File: src/rtl/irq_seq_pkg.sv
package irq_seq_pkg;
  localparam int PSW_IE   = 0;
  localparam int PSW_USTK = 1;
  localparam int PSW_PRIV = 2;
  localparam int PSW_LVL  = 4;

  localparam int LEN_NENT = 7;
  localparam int LEN_FENT = 5;
  localparam int LEN_NRET = 6;
  localparam int LEN_FRET = 3;

  typedef enum logic [2:0] {
    OP_IDLE,
    OP_NENT,
    OP_FENT,
    OP_NRET,
    OP_FRET
  } op_e;
endpackage

File: src/rtl/irq_seq_ctrl.sv
module irq_seq_ctrl
  import irq_seq_pkg::*;
#(
  parameter int STEP_W = 3
) (
  input  logic clk,
  input  logic rst_n,
  input  logic req_valid,
  input  logic req_fast,
  input  logic req_ok,
  input  logic ret_valid,
  input  logic ret_fast,
  input  logic ld_en,
  output op_e  op,
  output logic busy,
  output logic ack,
  output logic accept,
  output logic ld_take,
  output logic s_wr_psw,
  output logic s_wr_pc,
  output logic s_rd_vec,
  output logic s_cap_vec,
  output logic s_backup,
  output logic s_rd_pc,
  output logic s_rd_psw,
  output logic s_cap_psw,
  output logic s_commit
);
  op_e               op_q, op_d;
  logic [STEP_W-1:0] step_q, step_d, last;

  always_comb begin
    case (op_q)
      OP_NENT: last = STEP_W'(LEN_NENT - 1);
      OP_FENT: last = STEP_W'(LEN_FENT - 1);
      OP_NRET: last = STEP_W'(LEN_NRET - 1);
      OP_FRET: last = STEP_W'(LEN_FRET - 1);
      default: last = '0;
    endcase
  end

  assign busy = (op_q != OP_IDLE);

  always_comb begin
    op_d    = op_q;
    step_d  = step_q;
    accept  = 1'b0;
    ld_take = 1'b0;
    if (!busy) begin
      if (ld_en) begin
        ld_take = 1'b1;
      end else if (ret_valid) begin
        op_d   = ret_fast ? OP_FRET : OP_NRET;
        step_d = '0;
      end else if (req_valid && req_ok) begin
        op_d   = req_fast ? OP_FENT : OP_NENT;
        step_d = '0;
        accept = 1'b1;
      end
    end else if (step_q == last) begin
      op_d   = OP_IDLE;
      step_d = '0;
    end else begin
      step_d = step_q + 1'b1;
    end
  end

  always_ff @(posedge clk or negedge rst_n) begin
    if (!rst_n) begin
      op_q   <= OP_IDLE;
      step_q <= '0;
    end else begin
      op_q   <= op_d;
      step_q <= step_d;
    end
  end

  assign op        = op_q;
  assign ack       = (op_q == OP_NENT || op_q == OP_FENT) && step_q == '0;
  assign s_wr_psw  = (op_q == OP_NENT) && step_q == STEP_W'(1);
  assign s_wr_pc   = (op_q == OP_NENT) && step_q == STEP_W'(2);
  assign s_rd_vec  = ((op_q == OP_NENT) && step_q == STEP_W'(3)) ||
                     ((op_q == OP_FENT) && step_q == STEP_W'(2));
  assign s_cap_vec = ((op_q == OP_NENT) && step_q == STEP_W'(4)) ||
                     ((op_q == OP_FENT) && step_q == STEP_W'(3));
  assign s_backup  = (op_q == OP_FENT) && step_q == STEP_W'(1);
  assign s_rd_pc   = (op_q == OP_NRET) && step_q == STEP_W'(0);
  assign s_rd_psw  = (op_q == OP_NRET) && step_q == STEP_W'(1);
  assign s_cap_psw = (op_q == OP_NRET) && step_q == STEP_W'(2);
  assign s_commit  = busy && (step_q == last);


  ack_pulse_chk: assert property (@(posedge clk) disable iff (!rst_n)
    ack |=> !ack);


  busy_hold_chk: assert property (@(posedge clk) disable iff (!rst_n)
    (busy && !s_commit) |=> (busy && op_q == $past(op_q)));
endmodule

File: src/rtl/irq_vec_base.sv
module irq_vec_base #(
  parameter int AW = 32,
  parameter int VW = 8
) (
  input  logic          clk,
  input  logic          rst_n,
  input  logic          base_we,
  input  logic [AW-1:0] base_wdata,
  input  logic [VW-1:0] vec,
  output logic [AW-1:0] tbl_addr
);
  localparam logic [AW-1:0] ALIGN_MASK = ~AW'(3);

  logic [AW-1:0] base_q, base_d;

  always_comb begin
    base_d = base_q;
    if (base_we) base_d = base_wdata & ALIGN_MASK;
  end

  always_ff @(posedge clk or negedge rst_n) begin
    if (!rst_n) base_q <= '0;
    else        base_q <= base_d;
  end

  assign tbl_addr = base_q + AW'({vec, 2'b00});
endmodule

File: src/rtl/irq_seq_ctx.sv
module irq_seq_ctx
  import irq_seq_pkg::*;
#(
  parameter int AW = 32,
  parameter int VW = 8,
  parameter int LW = 4
) (
  input  logic          clk,
  input  logic          rst_n,
  input  op_e           op,
  input  logic          accept,
  input  logic          ld_take,
  input  logic          s_wr_psw,
  input  logic          s_wr_pc,
  input  logic          s_rd_vec,
  input  logic          s_cap_vec,
  input  logic          s_backup,
  input  logic          s_rd_pc,
  input  logic          s_rd_psw,
  input  logic          s_cap_psw,
  input  logic          s_commit,
  input  logic [VW-1:0] req_vector,
  input  logic [LW-1:0] req_level,
  input  logic [AW-1:0] ld_pc,
  input  logic [AW-1:0] ld_psw,
  input  logic [AW-1:0] ld_isp,
  input  logic [AW-1:0] tbl_addr,
  input  logic [AW-1:0] mem_rdata,
  output logic          req_ok,
  output logic [VW-1:0] lat_vec,
  output logic          mem_we,
  output logic          mem_re,
  output logic [AW-1:0] mem_addr,
  output logic [AW-1:0] mem_wdata,
  output logic [AW-1:0] pc,
  output logic [AW-1:0] psw,
  output logic [AW-1:0] isp
);
  localparam logic [AW-1:0] WORD  = AW'(4);
  localparam logic [AW-1:0] FRAME = AW'(8);

  logic [AW-1:0] pc_q, pc_d, psw_q, psw_d, isp_q, isp_d;
  logic [AW-1:0] bpc_q, bpc_d, bpsw_q, bpsw_d;
  logic [AW-1:0] hnd_q, hnd_d, rpc_q, rpc_d, rpsw_q, rpsw_d;
  logic [VW-1:0] vec_q, vec_d;
  logic [LW-1:0] lvl_q, lvl_d;
  logic [AW-1:0] ent_psw;
  logic          is_entry;

  assign req_ok   = psw_q[PSW_IE] && (req_level > psw_q[PSW_LVL +: LW]);
  assign is_entry = (op == OP_NENT) || (op == OP_FENT);

  always_comb begin
    ent_psw                = psw_q;
    ent_psw[PSW_IE]        = 1'b0;
    ent_psw[PSW_USTK]      = 1'b0;
    ent_psw[PSW_PRIV]      = 1'b0;
    ent_psw[PSW_LVL +: LW] = lvl_q;
  end

  always_comb begin
    pc_d   = pc_q;   psw_d  = psw_q;  isp_d  = isp_q;
    bpc_d  = bpc_q;  bpsw_d = bpsw_q;
    hnd_d  = hnd_q;  rpc_d  = rpc_q;  rpsw_d = rpsw_q;
    vec_d  = vec_q;  lvl_d  = lvl_q;
    if (ld_take) begin
      pc_d  = ld_pc;
      psw_d = ld_psw;
      isp_d = ld_isp;
    end
    if (accept) begin
      vec_d = req_vector;
      lvl_d = req_level;
    end
    if (s_backup) begin
      bpc_d  = pc_q;
      bpsw_d = psw_q;
    end
    if (s_cap_vec) hnd_d  = mem_rdata;
    if (s_rd_psw)  rpc_d  = mem_rdata;
    if (s_cap_psw) rpsw_d = mem_rdata;
    if (s_commit) begin
      case (op)
        OP_NENT: begin pc_d = hnd_q; psw_d = ent_psw; isp_d = isp_q - FRAME; end
        OP_FENT: begin pc_d = hnd_q; psw_d = ent_psw; end
        OP_NRET: begin pc_d = rpc_q; psw_d = rpsw_q; isp_d = isp_q + FRAME; end
        OP_FRET: begin pc_d = bpc_q; psw_d = bpsw_q; end
        default: ;
      endcase
    end
  end

  always_ff @(posedge clk or negedge rst_n) begin
    if (!rst_n) begin
      pc_q <= '0;  psw_q <= '0;  isp_q <= '0;
      bpc_q <= '0; bpsw_q <= '0;
      hnd_q <= '0; rpc_q <= '0;  rpsw_q <= '0;
      vec_q <= '0; lvl_q <= '0;
    end else begin
      pc_q <= pc_d;   psw_q <= psw_d;   isp_q <= isp_d;
      bpc_q <= bpc_d; bpsw_q <= bpsw_d;
      hnd_q <= hnd_d; rpc_q <= rpc_d;   rpsw_q <= rpsw_d;
      vec_q <= vec_d; lvl_q <= lvl_d;
    end
  end

  always_comb begin
    mem_addr  = '0;
    mem_wdata = '0;
    if (s_wr_psw) begin
      mem_addr  = isp_q - WORD;
      mem_wdata = psw_q;
    end else if (s_wr_pc) begin
      mem_addr  = isp_q - FRAME;
      mem_wdata = pc_q;
    end else if (s_rd_vec) begin
      mem_addr  = tbl_addr;
    end else if (s_rd_pc) begin
      mem_addr  = isp_q;
    end else if (s_rd_psw) begin
      mem_addr  = isp_q + WORD;
    end
  end

  assign mem_we  = s_wr_psw | s_wr_pc;
  assign mem_re  = s_rd_vec | s_rd_pc | s_rd_psw;
  assign lat_vec = vec_q;
  assign pc      = pc_q;
  assign psw     = psw_q;
  assign isp     = isp_q;


  accept_gate_chk: assert property (@(posedge clk) disable iff (!rst_n)
    accept |-> psw_q[PSW_IE]);


  nent_isp_chk: assert property (@(posedge clk) disable iff (!rst_n)
    (s_commit && op == OP_NENT) |=> (isp_q == $past(isp_q) - FRAME));


  fast_nowr_chk: assert property (@(posedge clk) disable iff (!rst_n)
    (op == OP_FENT || op == OP_FRET) |-> !mem_we);


  ent_psw_chk: assert property (@(posedge clk) disable iff (!rst_n)
    (s_commit && is_entry) |=>
      (!psw_q[PSW_IE] && !psw_q[PSW_USTK] && !psw_q[PSW_PRIV]));


  tbl_align_chk: assert property (@(posedge clk) disable iff (!rst_n)
    s_rd_vec |-> (mem_addr[1:0] == 2'b00));


  nret_isp_chk: assert property (@(posedge clk) disable iff (!rst_n)
    (s_commit && op == OP_NRET) |=> (isp_q == $past(isp_q) + FRAME));
endmodule

File: src/rtl/irq_entry_seq.sv
module irq_entry_seq
  import irq_seq_pkg::*;
#(
  parameter int AW = 32,
  parameter int VW = 8,
  parameter int LW = 4
) (
  input  logic          clk,
  input  logic          rst_n,
  input  logic          req_valid,
  input  logic          req_fast,
  input  logic [VW-1:0] req_vector,
  input  logic [LW-1:0] req_level,
  output logic          req_ack,
  input  logic          ret_valid,
  input  logic          ret_fast,
  input  logic          ld_en,
  input  logic [AW-1:0] ld_pc,
  input  logic [AW-1:0] ld_psw,
  input  logic [AW-1:0] ld_isp,
  input  logic          base_we,
  input  logic [AW-1:0] base_wdata,
  output logic          mem_we,
  output logic          mem_re,
  output logic [AW-1:0] mem_addr,
  output logic [AW-1:0] mem_wdata,
  input  logic [AW-1:0] mem_rdata,
  output logic          busy,
  output logic [AW-1:0] pc,
  output logic [AW-1:0] psw,
  output logic [AW-1:0] isp
);
  localparam int STEP_W = $clog2(LEN_NENT);

  op_e           op;
  logic          req_ok, accept, ld_take;
  logic          s_wr_psw, s_wr_pc, s_rd_vec, s_cap_vec, s_backup;
  logic          s_rd_pc, s_rd_psw, s_cap_psw, s_commit;
  logic [VW-1:0] lat_vec;
  logic [AW-1:0] tbl_addr;

  irq_seq_ctrl #(.STEP_W(STEP_W)) u_ctrl (
    .clk(clk), .rst_n(rst_n),
    .req_valid(req_valid), .req_fast(req_fast), .req_ok(req_ok),
    .ret_valid(ret_valid), .ret_fast(ret_fast), .ld_en(ld_en),
    .op(op), .busy(busy), .ack(req_ack), .accept(accept), .ld_take(ld_take),
    .s_wr_psw(s_wr_psw), .s_wr_pc(s_wr_pc), .s_rd_vec(s_rd_vec),
    .s_cap_vec(s_cap_vec), .s_backup(s_backup), .s_rd_pc(s_rd_pc),
    .s_rd_psw(s_rd_psw), .s_cap_psw(s_cap_psw), .s_commit(s_commit)
  );

  irq_vec_base #(.AW(AW), .VW(VW)) u_base (
    .clk(clk), .rst_n(rst_n),
    .base_we(base_we), .base_wdata(base_wdata),
    .vec(lat_vec), .tbl_addr(tbl_addr)
  );

  irq_seq_ctx #(.AW(AW), .VW(VW), .LW(LW)) u_ctx (
    .clk(clk), .rst_n(rst_n), .op(op), .accept(accept), .ld_take(ld_take),
    .s_wr_psw(s_wr_psw), .s_wr_pc(s_wr_pc), .s_rd_vec(s_rd_vec),
    .s_cap_vec(s_cap_vec), .s_backup(s_backup), .s_rd_pc(s_rd_pc),
    .s_rd_psw(s_rd_psw), .s_cap_psw(s_cap_psw), .s_commit(s_commit),
    .req_vector(req_vector), .req_level(req_level),
    .ld_pc(ld_pc), .ld_psw(ld_psw), .ld_isp(ld_isp),
    .tbl_addr(tbl_addr), .mem_rdata(mem_rdata),
    .req_ok(req_ok), .lat_vec(lat_vec),
    .mem_we(mem_we), .mem_re(mem_re), .mem_addr(mem_addr), .mem_wdata(mem_wdata),
    .pc(pc), .psw(psw), .isp(isp)
  );
endmodule

File: config.mk
export PLATFORM = sky130hd
export DESIGN_NAME = irq_entry_seq
export DESIGN_NICKNAME = d
export VERILOG_FILES = /design/src/rtl/irq_seq_pkg.sv /design/src/rtl/irq_seq_ctrl.sv /design/src/rtl/irq_vec_base.sv /design/src/rtl/irq_seq_ctx.sv /design/src/rtl/irq_entry_seq.sv
export SDC_FILE = /design/constraint.sdc
export NUM_CORES = 1
export LEC_CHECK = 0
export ABC_AREA = 1
export BUFFER_PORTS_ARGS = -buffer_cell sky130_fd_sc_hd__buf_2
export CORE_MARGIN = 2
export CORE_UTILIZATION = 34
export DETAILED_ROUTE_END_ITERATION = 6
export GPL_TIMING_DRIVEN = 0
export PLACE_DENSITY_LB_ADDON = 0.25
export SLEW_MARGIN = 10
export SYNTH_ARGS = -nofsm -noshare
export SYNTH_HDL_FRONTEND = slang
export SYNTH_HIERARCHICAL = 1
export SYNTH_SLANG_ARGS = --single-unit
export TNS_END_PERCENT = 20
File: constraint.sdc
create_clock -name clk -period 3.2 [get_ports clk]
set_input_delay 0.96 -clock clk [delete_from_list [all_inputs] [get_ports clk]]
set_output_delay 0.96 -clock clk [all_outputs]
set_load 0.01 [all_outputs]
Word-level counts from Yosys, hierarchy flattened
Cells that the tools add are included.

operators by class
  multipliers = 0
  div/mod/pow operators = 0
  mux-type cells = 35
  reduce and logical (&&, ||, !) cells = 23
  magnitude comparators = 1
  bitwise gates (word level) = 3
  equality and inequality tests = 12
  add/sub/neg operators = 6
  shifts and indexed selects = 0

operators with widths
  operator                                                               count
  32-bit 2-to-1 mux                                                      13
  32-bit one-hot mux with 3 select lines                                 2
  32-bit one-hot mux with 2 select lines                                 1
  3-bit 2-to-1 mux                                                       11
  32-bit by 10-bit adder with 32-bit output                              1
  32-bit by 3-bit adder with 32-bit output (second input constant)       1
  32-bit by 4-bit adder with 32-bit output (second input constant)       1
  32-bit by 3-bit subtractor with 32-bit output (second input constant)  1
  32-bit by 4-bit subtractor with 32-bit output (second input constant)  1
  1-bit logical AND                                                      14
  3-bit by 2-bit == test with 1-bit output (second input constant)       4
  3-bit one-hot mux with 4 select lines                                  1
  3-bit by 1-bit == test with 1-bit output (second input constant)       2
  3-bit == test (second input constant)                                  2
  1-bit 2-to-1 mux                                                       6
  3-bit nonzero test                                                     2
  4-bit > comparator                                                     1
  2-bit != test (second input constant)                                  2
  3-bit by 1-bit adder with 3-bit output (second input constant)         1
  3-bit == test                                                          1
  3-bit logical NOT                                                      1
  1-bit logical OR                                                       3
  1-bit bitwise OR                                                       3
  3-bit AND reduction                                                    1
  other kinds (4)                                                        4

storage, ports and cells
  bits of input ports = 180
  bits in writable memories = 0
  flip-flop bits (word level) = 304
  memories = 0
  ROM bits = 0
  bits in latches = 0
  word-level logic and storage cells = 94

Depth between registers and ports, before layout
  word-level depth = 7
  mapped depth = 16
  mapped depth without buffers = 15

Modules after synthesis
Netlist, hierarchy kept.

by module, submodules not included
  module        area an instance (sq um)  times used  seq. area each (sq um)  cells each
  irq_seq_ctx   16153.0                   1           6706.4                  2257
  irq_vec_base  2459.9                    1           750.7                   373
  irq_seq_ctrl  556.8                     1           150.1                   83

Worst setup path before layout
No wires, ideal clock.

  kind = reg-to-output
  start = register u_ctrl.op_q[2], in the netlist u_ctrl/op[2]
  end = output mem_wdata[2]
  arrival time = 2.027 ns
  path slack = 0.213 ns
  stages on the path, launching flop included = 9
  cells stage by stage = dfrtp_1 inv_2 nand3_1 nor2_1 inv_1 nor2_2 clkinv_1 clkbuf_1 o21ai_0

between the ends
  longest elaborated chain between the ends = 4

RTL lines
  what                                      RTL line             RTL
  start, declared                           irq_seq_ctrl.sv:29   op_e op_q, op_d;
  start signal, assigned                    irq_seq_ctrl.sv:73   op_q <= op_d;
  3-bit by 1-bit == test with 1-bit output  --
  1-bit logical AND                         irq_seq_ctrl.sv:81   assign s_wr_pc = (op_q == OP_NENT) && step_q == STEP_W'(2);
  via s_wr_pc                               irq_entry_seq.sv:37  logic s_wr_psw, s_wr_pc, s_rd_vec, s_cap_vec, s_backup;
  32-bit 2-to-1 mux                         irq_seq_ctx.sv:113   end else if (s_wr_pc) begin
  32-bit 2-to-1 mux                         irq_seq_ctx.sv:110   if (s_wr_psw) begin
  end, declared                             irq_entry_seq.sv:26  output logic [AW-1:0] mem_wdata,

The timed path passes the listed nets, and every way through them passes these cells.

Worst setup path after layout
  start = register u_base.base_q[2]
  end = output mem_addr[26]

between the ends
  longest elaborated chain between the ends = 4

RTL lines
  what                                       RTL line             RTL
  start, declared                            irq_vec_base.sv:14   logic [AW-1:0] base_q, base_d;
  start signal, assigned                     irq_vec_base.sv:23   else base_q <= base_d;
  32-bit by 10-bit adder with 32-bit output  irq_vec_base.sv:26   assign tbl_addr = base_q + AW'({vec, 2'b00});
  via tbl_addr[26]                           irq_entry_seq.sv:40  logic [AW-1:0] tbl_addr;
  32-bit 2-to-1 mux                          irq_seq_ctx.sv:116   end else if (s_rd_vec) begin
  32-bit 2-to-1 mux                          irq_seq_ctx.sv:113
  32-bit 2-to-1 mux                          irq_seq_ctx.sv:110
  end, declared                              irq_entry_seq.sv:25  output logic [AW-1:0] mem_addr,

The timed path passes the listed nets, and every way through them passes these cells.

==> flow_metrics.tcl <==
set metrics [dict create \
    crit_path_start_kind "flop" \
    dpl_worst_slack_ns -1.67 \
    final_nets 3362 \
    die_h_um 241 \
    dp_hpwl_mm 65.0 \
    worst_path_most_repeated_cell "nand2_2" \
    grt_pass1_vias 19800 \
    grt_start_max_net_pins 103 \
    required_ns 2.24 \
    numCtsBuffers 37 \
    coreArea_um2 56100 \
    min_period_ns 3.78 \
    dp_cells 3813 \
    h-tree-depth 2 \
    seq_area_um2 7620 \
    peakVddDrop_v 0.000528 \
    clk_latency_ns 0.59 \
    syn_area_um2 19200 \
    grt_pass1_wl_mm 126 \
    ys_ff_latch 304 \
    io_buffers 340 \
    p_sw_frac 0.485 \
    comb_power_share 0.547 \
    hold_slack_ns 0.305 \
    finalCritPeriodShare 1.18 \
    io_pins 344 \
    rr_startpoint "u_ctrl/op[2]" \
    power_w 0.0247 \
    synth_edf_count 0 \
    layoutNonFillerInstCount 3942 \
    wl_per_cell_um 22.2 \
    yosysSeqAreaShare 0.397 \
    firstDrtPassIters 7 \
    multi_input_area_um2 10500 \
    drt-initial-drc-count 2001 \
    crit_type "flop to output port" \
    worstPathCellList "ha_2 -> inv_2 -> fa_2 -> inv_4 -> nand3_4 -> nand3_4 -> nand2_2 -> nand2_4 -> nand2_2 -> xor2_1 -> a21oi_2 -> o21ai_2 -> nand3_1 -> nand2_2 -> buf_6" \
    crit_path_max_fanout 3 \
    end_kind "output port" \
    final_util 0.448 \
    place_congestion 1.01 \
    setup_violations 66 \
    dieArea_um2 58300 \
    synth_flop_cell "dfrtp_1" \
    fillCellCount 5772 \
    internal-power_w 0.0127 \
    yosysWarnings 6 \
    rr_endpoint "u_ctx/psw[25]" \
    synthToLayoutAreaGrowth_pct 31.0 \
    min_path_type "input port to async pin" \
    cap_violations 0 \
    start_util 0.342 \
    antenna_left 0 \
    power_density_nw_per_um2 984 \
    synth_area_leader_cell "dfrtp_1" \
    postSynth.asyncResetShare 1.00 \
    outcome "finished with violations" \
    routed_via_density 5.31 \
    grt_overflow 0 \
    cp.buffers_inverters 3 \
    switchingPower_w 0.0120 \
    clk_pin_slew_ns 0.06 \
    arrival_ns 2.82 \
    p_seq_frac 0.274 \
    drc 0 \
    critical_path.top_delay_family "adder cells" \
    synth_cell_types 50 \
    critPathSlowestCell "fa_2" \
    synth_top_area_frac 0.397 \
    slowest_delay_ns 0.37 \
    grt_setup_unrepaired "yes" \
    clockPowerShare 0.179 \
    root_buffer "clkbuf_16" \
    wl_mm 87.7 \
    yosys-top-cells-area "dfrtp_1 (40%), nand2_1 (14%), o21ai_0 (7.6%)" \
    timing.final.max_slew_violations 0 \
    max_freq_mhz 264 \
    syn_avg_cell_area_um2 7.07 \
    rows 87 \
    cts_hold_buffers 0 \
    power.leakage_nw 11.9 \
    max_slew.worst_pin.slew_ns 1.03 \
    synthCells 2713 \
    antenna_found_initial 7 \
    cts_sinks 304 \
    setup_ws_ns -0.583 \
    vias 20900 \
    drive_above_1_share 0.262 \
    fin_skew_ns 0.0423 \
    clockBufferDepth 3 \
    ff2ff_path_depth 12 \
    final_hold_viol_count 0 \
    r2r_slack_ns -0.01 \
    grt.total_usage 0.295 \
    cts_tree "yes" \
    die_x_um 241 \
    slew_headroom 0.314 \
    violations "setup timing" \
]
==> worst reg2reg max path, cell delays in order (launching register included) <==
cell and delay (ns):
dfrtp_2 0.43, inv_4 0.13, nand3_4 0.12, nand2_1 0.08
nand2_1 0.06, nor2_2 0.12, nand2_2 0.09, nor2_1 0.14
clkbuf_1 0.73, nand2_1 0.46, clkbuf_1 0.39, o21ai_0 0.18
o22ai_1 0.09
==> repair_timing <==
item | CTS | global route
gates resized for setup | 168 | 199
pin swaps | 14 | 57
cloned | 2 | 2
endpoints found under the setup margin | 98 | 118
setup buffers | 22 | 37
==> sequential cells by signal, summed over array words and instances (netlist names) <==
signal         cells
u_ctx/lvl_q        4
u_base/base_q     30
u_ctrl/op          3
u_ctx/isp         32
u_ctx/bpc_q       32
u_ctx/psw         32
u_ctx/lat_vec      8
u_ctx/hnd_q       32
u_ctx/rpsw_q      32
u_ctx/bpsw_q      32
u_ctx/pc          32
u_ctx/rpc_q       32
u_ctrl/step_q      3
==> Yosys cell counts (4+ instances only) <==
| cell type | instances |
|---|---|
| nor2_2 | 20 |
| a21oi_1 | 137 |
| nand2_1 | 707 |
| mux2_2 | 55 |
| nand2_2 | 14 |
| nor3_1 | 5 |
| o21ai_1 | 15 |
| inv_1 | 348 |
| dfrtp_1 | 304 |
| nor2_1 | 214 |
| o211ai_1 | 4 |
| a211oi_1 | 37 |
| o22ai_1 | 123 |
| buf_1 | 9 |
| clkbuf_1 | 91 |
| buf_2 | 35 |
| nor2_4 | 14 |
| a31oi_1 | 8 |
| o21ai_0 | 292 |
| buf_4 | 7 |
| xor2_1 | 33 |
| ha_1 | 22 |
| nand3_1 | 157 |
| nand4_1 | 13 |
| inv_2 | 8 |
| buf_6 | 4 |
==> power by group through the flow <==
stage / clock network [W] / registers (W) / logic [W]
after CTS: 0.00449 / 0.00677 / 0.0123
after global placement: 0 / 0.00678 / 0.0116
after detailed placement: 0 / 0.00681 / 0.0117
after global routing: 0.00464 / 0.00695 / 0.0146
after floorplan: 0 / 0.00670 / 0.00701
final: 0.00441 / 0.00677 / 0.0135
==> final cells by class <==
class / instances / area share
well taps: 756 / 0.0377
flip-flops and latches: 304 / 0.303
multi-input cells: 1904 / 0.420
clock inverters: 11 / 0.00852
diodes: 3 / 0.000299
plain buffers: 147 / 0.0335
clock buffers: 52 / 0.0415
repair inverters: 1 / 0.000249
repair buffers: 405 / 0.0999
inverters: 359 / 0.0551
==> layout by cell type (no fill, tap or decap), types with 32 or more instances in the layout <==
cell type  netlist  final
xor2_1          33     32
dfrtp_1        304    295
buf_2           35    354
buf_6            4     36
a211oi_1        37     37
clkbuf_1        91     79
o21ai_0        292    270
nand2_2         14     45
a21oi_1        137    118
nand2_1        707    670
buf_4            7     51
clkbuf_16        0     42
nor2_1         214    198
nand3_1        157    141
o22ai_1        123     95
inv_1          348    329
mux2_2          55     55
==> per-layer routing <==
metal | vias up | routed length, um | GRT usage | part of all wire
li1 | 9738 | - | - | -
met1 | 10000 | 35200 | 0.381 | 0.40
met2 | 968 | 41300 | 0.491 | 0.47
met3 | 188 | 7700 | 0.0523 | 0.088
met4 | 8 | 3370 | 0.113 | 0.038
met5 | - | 46 | 0 | 0.00052
==> metrics by stage <==
| step | setup TNS [ns] | instance area [um2] |
|---|---|---|
| 2_1_floorplan | 0 | 19200 |
| 6_report | -30.00 | 25100 |
| 5_1_grt | -36.91 | 25100 |
| 3_3_place_gp | -1636.47 | 21800 |
| 3_5_place_dp | -84.69 | 21900 |
| 4_1_cts | -31.05 | 24100 |
==> worst max-delay path by stage <==
stage / from / endpoint / slack (ns) / depth (start not counted)
after floorplan: u_ctrl/op[2] / mem_wdata[2] / 0.21 / 8
after global placement: rst_n / u_ctx/pc[9] / -5.16 / 1
after detailed placement: u_ctrl/op[2] / mem_wdata[7] / -1.67 / 9
after CTS: u_base/base_q[2] / mem_addr[26] / -0.68 / 15
after global routing: u_base/base_q[2] / mem_addr[26] / -0.72 / 15
final: u_base/base_q[2] / mem_addr[26] / -0.58 / 15
==> logic make-up after synthesis <==
kind of cell	Yosys count	synth area share
muxes	55	0.0323
adders and majority gates	23	0.0154
AOI/OAI and AO/OA	630	0.181
buffers and inverters	506	0.104
xor gates and xnor gates	34	0.0155
and+or+nand+nor	1160	0.254
other	1	0.000196
DFF	304	0.397
Power figures use the tool's default switching activity.
